`config.mk`:
```
export PLATFORM = sky130hd
export DESIGN_NAME = agefwd_unit
export DESIGN_NICKNAME = d
export VERILOG_FILES = /design/src/rtl/agefwd_pkg.sv /design/src/rtl/agefwd_table.sv /design/src/rtl/agefwd_lookup.sv /design/src/rtl/agefwd_hazard.sv /design/src/rtl/agefwd_unit.sv
export SDC_FILE = /design/constraint.sdc
export NUM_CORES = 1
export LEC_CHECK = 0
export ABC_AREA = 1
export CORE_MARGIN = 2
export CORE_UTILIZATION = 50
export CTS_CLUSTER_DIAMETER = 30
export DETAILED_ROUTE_END_ITERATION = 10
export GPL_TIMING_DRIVEN = 0
export PLACE_DENSITY_LB_ADDON = 0.08
export SLEW_MARGIN = 10
export SYNTH_ARGS = -nofsm -noshare
export SYNTH_HDL_FRONTEND = slang
export SYNTH_SLANG_ARGS = --single-unit
```
`constraint.sdc`:
```
create_clock -name clk -period 4.6 [get_ports clk]
set_input_delay 1.15 -clock clk [delete_from_list [all_inputs] [get_ports clk]]
set_output_delay 1.15 -clock clk [all_outputs]
set_load 0.05 [all_outputs]
```
`src/rtl/agefwd_pkg.sv`:
```
package agefwd_pkg;

    localparam int XLEN        = 32;
    localparam int REG_AW      = 5;
    localparam int FWD_DEPTH   = 4;
    localparam int AGE_LIMIT   = 3;
    localparam int AGE_W       = $clog2(AGE_LIMIT + 1);
    localparam int LD_DATA_AGE = 1;   // age at which load data is on mem_ld_data
    localparam int NUM_SRC     = 2;

    typedef logic [REG_AW-1:0] reg_addr_t;
    typedef logic [XLEN-1:0]   word_t;
    typedef logic [AGE_W-1:0]  age_t;

    typedef struct packed {
        logic      valid;
        logic      pend;    // load result not yet captured
        reg_addr_t addr;
        word_t     data;
        age_t      age;
    } fwd_entry_t;

    typedef struct packed {
        logic      valid;
        reg_addr_t rd;
    } ld_mark_t;

    // Advance one entry by a cycle: capture load data, age, expire.
    function automatic fwd_entry_t age_entry(fwd_entry_t e, word_t ld_data);
        fwd_entry_t n;
        n = e;
        if (e.valid) begin
            if (e.pend && (e.age == age_t'(LD_DATA_AGE))) begin
                n.data = ld_data;
                n.pend = 1'b0;
            end
            n.age = e.age + age_t'(1);
            if (n.age >= age_t'(AGE_LIMIT)) begin
                n.valid = 1'b0;
                n.pend  = 1'b0;
            end
        end
        return n;
    endfunction

    function automatic logic addr_hit(fwd_entry_t e, reg_addr_t rs);
        return e.valid && (rs != '0) && (e.addr == rs);
    endfunction

endpackage

```
`src/rtl/agefwd_table.sv`:
```
module agefwd_table
    import agefwd_pkg::*;
(
    input  logic       clk,
    input  logic       rst,
    input  logic       wr_en,
    input  fwd_entry_t wr_entry,
    input  word_t      ld_data,
    output fwd_entry_t ent_o [FWD_DEPTH]
);

    fwd_entry_t ent_q [FWD_DEPTH];

    // Slot 0 is always the youngest; a write shifts older entries down.
    for (genvar g = 0; g < FWD_DEPTH; g++) begin : g_slot
        fwd_entry_t next_e;

        if (g == 0) begin : g_head
            assign next_e = wr_en ? wr_entry : age_entry(ent_q[0], ld_data);
        end else begin : g_tail
            assign next_e = wr_en ? age_entry(ent_q[g-1], ld_data)
                                  : age_entry(ent_q[g], ld_data);
        end

        always_ff @(posedge clk) begin
            if (rst) ent_q[g] <= '0;
            else     ent_q[g] <= next_e;
        end

        AST_ENTRY_LIFE: assert property (@(posedge clk) disable iff (rst)
            ent_q[g].valid |-> (ent_q[g].age < age_t'(AGE_LIMIT)))
            else $error("entry outlived its age limit");

        AST_PEND_BOUND: assert property (@(posedge clk) disable iff (rst)
            ent_q[g].pend |-> (ent_q[g].valid && ent_q[g].age <= age_t'(LD_DATA_AGE)))
            else $error("pending load entry not resolved in time");
    end

    assign ent_o = ent_q;

endmodule

```
`src/rtl/agefwd_lookup.sv`:
```
module agefwd_lookup
    import agefwd_pkg::*;
(
    input  logic       clk,
    input  logic       rst,
    input  fwd_entry_t ent [FWD_DEPTH],
    input  reg_addr_t  rs,
    input  word_t      rf_val,
    input  word_t      ld_data,
    output word_t      op
);

    // Scan oldest to youngest so the youngest match is applied last.
    always_comb begin
        op = rf_val;
        for (int i = FWD_DEPTH - 1; i >= 0; i--) begin
            if (addr_hit(ent[i], rs)) begin
                op = ent[i].pend ? ld_data : ent[i].data;
            end
        end
    end

    AST_R0_PASS: assert property (@(posedge clk) disable iff (rst)
        (rs == '0) |-> (op == rf_val))
        else $error("register 0 was forwarded");

endmodule

```
`src/rtl/agefwd_hazard.sv`:
```
module agefwd_hazard
    import agefwd_pkg::*;
(
    input  logic      clk,
    input  logic      rst,
    input  logic      flush,
    input  logic      ld_fire,
    input  reg_addr_t ld_rd,
    input  logic      ex_valid,
    input  reg_addr_t rs1,
    input  reg_addr_t rs2,
    output logic      stall
);

    ld_mark_t mark_q;

    always_ff @(posedge clk) begin
        if (rst || flush) begin
            mark_q <= '0;
        end else begin
            mark_q.valid <= ld_fire && (ld_rd != '0);
            mark_q.rd    <= ld_rd;
        end
    end

    assign stall = ex_valid && !flush && mark_q.valid &&
                   ((rs1 == mark_q.rd) || (rs2 == mark_q.rd));

    AST_STALL_SINGLE: assert property (@(posedge clk) disable iff (rst)
        stall |=> !stall)
        else $error("load stall lasted more than one cycle");

    AST_FLUSH_DROP: assert property (@(posedge clk) disable iff (rst)
        flush |=> !stall)
        else $error("stall survived a flush");

    AST_STALL_NONZERO: assert property (@(posedge clk) disable iff (rst)
        stall |-> ((rs1 != '0) || (rs2 != '0)))
        else $error("stall raised for register 0 only");

endmodule

```
`src/rtl/agefwd_unit.sv`:
```
module agefwd_unit
    import agefwd_pkg::*;
(
    input  logic                  clk,
    input  logic                  rst,
    input  logic                  flush,
    input  logic                  ex_valid,
    input  logic [REG_AW-1:0]     ex_rs1,
    input  logic [REG_AW-1:0]     ex_rs2,
    input  logic [XLEN-1:0]       ex_rf1,
    input  logic [XLEN-1:0]       ex_rf2,
    input  logic                  ex_wr_en,
    input  logic                  ex_is_load,
    input  logic [REG_AW-1:0]     ex_rd,
    input  logic [XLEN-1:0]       ex_result,
    input  logic [XLEN-1:0]       mem_ld_data,
    output logic [XLEN-1:0]       ex_op1,
    output logic [XLEN-1:0]       ex_op2,
    output logic                  ex_stall
);

    logic       fire;
    logic       tbl_wr;
    logic       ld_fire;
    fwd_entry_t new_entry;
    fwd_entry_t ent [FWD_DEPTH];

    reg_addr_t  src_rs [NUM_SRC];
    word_t      src_rf [NUM_SRC];
    word_t      src_op [NUM_SRC];

    assign fire    = ex_valid && !ex_stall && !flush;
    assign tbl_wr  = fire && ex_wr_en && (ex_rd != '0);
    assign ld_fire = fire && ex_wr_en && ex_is_load;

    always_comb begin
        new_entry       = '0;
        new_entry.valid = 1'b1;
        new_entry.pend  = ex_is_load;
        new_entry.addr  = ex_rd;
        new_entry.data  = ex_is_load ? '0 : ex_result;
        new_entry.age   = '0;
    end

    agefwd_table u_table (
        .clk      (clk),
        .rst      (rst),
        .wr_en    (tbl_wr),
        .wr_entry (new_entry),
        .ld_data  (mem_ld_data),
        .ent_o    (ent)
    );

    assign src_rs[0] = ex_rs1;
    assign src_rs[1] = ex_rs2;
    assign src_rf[0] = ex_rf1;
    assign src_rf[1] = ex_rf2;

    for (genvar g = 0; g < NUM_SRC; g++) begin : g_src
        agefwd_lookup u_lookup (
            .clk     (clk),
            .rst     (rst),
            .ent     (ent),
            .rs      (src_rs[g]),
            .rf_val  (src_rf[g]),
            .ld_data (mem_ld_data),
            .op      (src_op[g])
        );
    end

    assign ex_op1 = src_op[0];
    assign ex_op2 = src_op[1];

    agefwd_hazard u_hazard (
        .clk      (clk),
        .rst      (rst),
        .flush    (flush),
        .ld_fire  (ld_fire),
        .ld_rd    (ex_rd),
        .ex_valid (ex_valid),
        .rs1      (ex_rs1),
        .rs2      (ex_rs2),
        .stall    (ex_stall)
    );

    AST_STALL_NEEDS_VALID: assert property (@(posedge clk) disable iff (rst)
        !ex_valid |-> !ex_stall)
        else $error("stall without an instruction");

endmodule

```
==> results of run 1 <==
worst max-delay path, stage by stage:
cell and delay [ns]:
dlygate4sd2_1 0.38, inv_2 0.14, nand3_2 0.12, nor3_4 0.04, buf_4 0.16, nor2_4 0.20, nand2_2 0.18, nand2_1 0.14
nand3_1 0.08, nand2_1 0.07, nand2_1 0.04, nand2_1 0.10, clkdlybuf4s15_1 0.51
where the power goes:
| group | internal, µW | total [µW] | switching, µW |
|---|---|---|---|
| Combinational | 354 | 1040 | 685 |
| Sequential | 1540 | 1580 | 37.7 |
| Clock | 742 | 1490 | 744 |
per-layer routing:
metal  GRT usage  share of wire
met1      0.4947           0.39
met2      0.6253           0.44
met3     0.09738           0.13
met4      0.1743          0.043
met5           0              0
logic make-up (layout without fill, tap and decap cells):
family          after synthesis  after routing  synth area share
fa+ha+maj                     8              8          0.007475
compound gates              420            420            0.1600
buf+inv                     508            772            0.1533
flops                       170            170            0.2541
simple gates               1327           1327            0.4081
xor+xnor                     26             26           0.01700
Yosys cell counts (all sizes together) (2+ instances only):
library cell	instances
a21oi	49
or2	2
nor2	204
inv	338
dfxtp	170
a211oi	3
o22ai	2
clkbuf	87
nand3	331
xor2	14
nor3	8
o21ai	357
nand2	778
xnor2	12
nand4	2
buf	83
ha	8
o211ai	9
layout make-up:
cell class / instances / area, µm²
plain buffers: 170 / 869.6
clock buffers: 18 / 439.2
clock inverters: 14 / 150.1
fillers: 2664 / 9499
inverters: 338 / 1269
multi-input cells: 1781 / 8036
flip-flops and latches: 170 / 3403
well taps: 335 / 419.2
repair buffers: 232 / 2121
stage by stage:
stage	util	std cells	total power [µW]	cell area (µm²)	worst slack, ns
finish	0.6375	3058	4101	16710	0.1150
global route	0.6375	3058	4225	16710	0.03088
CTS	0.6349	3055	4048	16640	0.0009235
detailed placement	0.6068	3003	2611	15900	-1.356
global placement	0.6068	3003	2599	15900	-1.423
floorplan	-	2459	2197	13390	0.8438
sequential cells by signal (all words and copies together), names as in the netlist:
signal           count
u_hazard.mark_q      6
u_table.ent_o      164
worst min path at each step:
stage,start,end,slack [ns],cells after the start
final,u_table.ent_o[26]$_SDFFE_PP0P_,u_table.ent_o[26]$_SDFFE_PP0P_,0.48,2
after global routing,u_table.ent_o[5]$_SDFFE_PP0P_,u_table.ent_o[5]$_SDFFE_PP0P_,0.50,2
after CTS,u_table.ent_o[32]$_SDFFE_PP0P_,u_table.ent_o[32]$_SDFFE_PP0P_,0.48,2
after detailed placement,u_table.ent_o[26]$_SDFFE_PP0P_,u_table.ent_o[26]$_SDFFE_PP0P_,0.47,2
after global placement,u_table.ent_o[6]$_SDFFE_PP0P_,u_table.ent_o[6]$_SDFFE_PP0P_,0.46,2
after floorplan,u_table.ent_o[10]$_SDFFE_PP0P_,u_table.ent_o[10]$_SDFFE_PP0P_,0.45,2
timing repair:
action	in CTS	in global routing
buffers inserted	20	3
hold endpoints to repair	0	0
resized for setup	399	22
pin swaps	11	3
endpoints found under the setup margin	64	65
==> reports/results.tsv, run 1 <==
metric	value	unit
status	complete, no violations	
totalWireLength	56170	µm
synth_ff_type	dfxtp_1	
fmax	0.2230	GHz
reg2reg_to	u_table.ent_o[33]$_SDFFE_PP0P_	
grt_pass1_vias	15810	
rsz0062_at_grt	false	
die_area	28110	µm²
port_buffers	209	
cts_max_level	4	
power_density	245.5	nW/µm²
drt_iter0_markers	2262	
finClkSkew	0.01597	ns
globalplace.congestion	0.9881	
vias	17070	
fin_tns_setup	0	ns
grt_use_total	0.3893	
setup_viol	0	
r2r-start	u_table.ent_o[80]$_SDFF_PP0_	
grt_max_degree	19	
r2r_cells	7	
synthArstFlopShare	0	
detail_route.wl_per_cell	18.37	µm
tightest_slew	0.9519	ns
synth_top_area_cell	dfxtp_1	
yosys_warnings	0	
cts_tree	yes	
leakage	0.008375	µW
cts_buffer_depth	2	
route.detailed.drc	0	
final_nets	2867	
critPathCaptureType	output port	
die_w	167.7	µm
ys_types	33	
synth_top_area_frac	0.2541	
slew_headroom	0.3587	
netlist_area	13390	µm²
core	26210	µm²
seq_area_frac_synth	0.2541	
synthTopCellsByArea	dfxtp_1, nand2_1, nand3_1	
max-vdd-ir-drop	275.6	µV
critPathKind	input pin to output port	
antenna_found_initial	0	
clkSinkCount	170	
detail-route-antenna-nets	0	
grt_pass1_wl	85610	µm
hold_ws	0.4819	ns
start_kind	input pin	
clkSlewWorstSetupHoldPaths	0.07	ns
initial_core_util	0.5110	
synth_edf_count	0	
syn_avg_cell_area	5.446	µm²
rrSetupSlack	1.97	ns
layout_commonest_cell	nand2_1	
final_cell_mix	nand2_1, nand3_1, o21ai_0	
drive_gt1_frac	0.1043	
boundaryPins	214	
cts-root-buf	clkbuf_16	
hold_class	register to register	
ctsHoldBuffers	0	
dp_hpwl	41370	µm
cap_violations	0	
cp.required	3.45	ns
numCtsBuffers	17	
synthesis.nets	2616	
placementRows	59	
die_y	167.7	µm
syn_to_final_growth	24.76	%
globalRouteOverflowTotal	0	
crit_start	ex_rs2[1]	
n_antenna_cell	0	
slew_violations	0	
cp-endpoint	ex_op2[31]	
period_share	0.9750	
clkLatencyLatePin	0.45	ns
crit_arrival	3.34	ns
dr.pass1.iters	8	
synth_cells	2459	
vias_per_cell	5.582	
critPathMaxFanout	6	
synth_seq_cells	170	
min_period	4.485	ns
hold_viol	0	
Power figures use the tool's default switching activity.
==> run 2, diff against run 1 <==
--- a/config.mk
+++ b/config.mk
@@ -10,6 +10,7 @@
 export CORE_UTILIZATION = 50
 export CTS_CLUSTER_DIAMETER = 30
 export DETAILED_ROUTE_END_ITERATION = 10
+export GPL_ROUTABILITY_DRIVEN = 1
 export GPL_TIMING_DRIVEN = 0
 export PLACE_DENSITY_LB_ADDON = 0.08
 export SLEW_MARGIN = 10
==> results of run 2 <==
No change in the layout: final DEF, timing and power equal those of run 1.
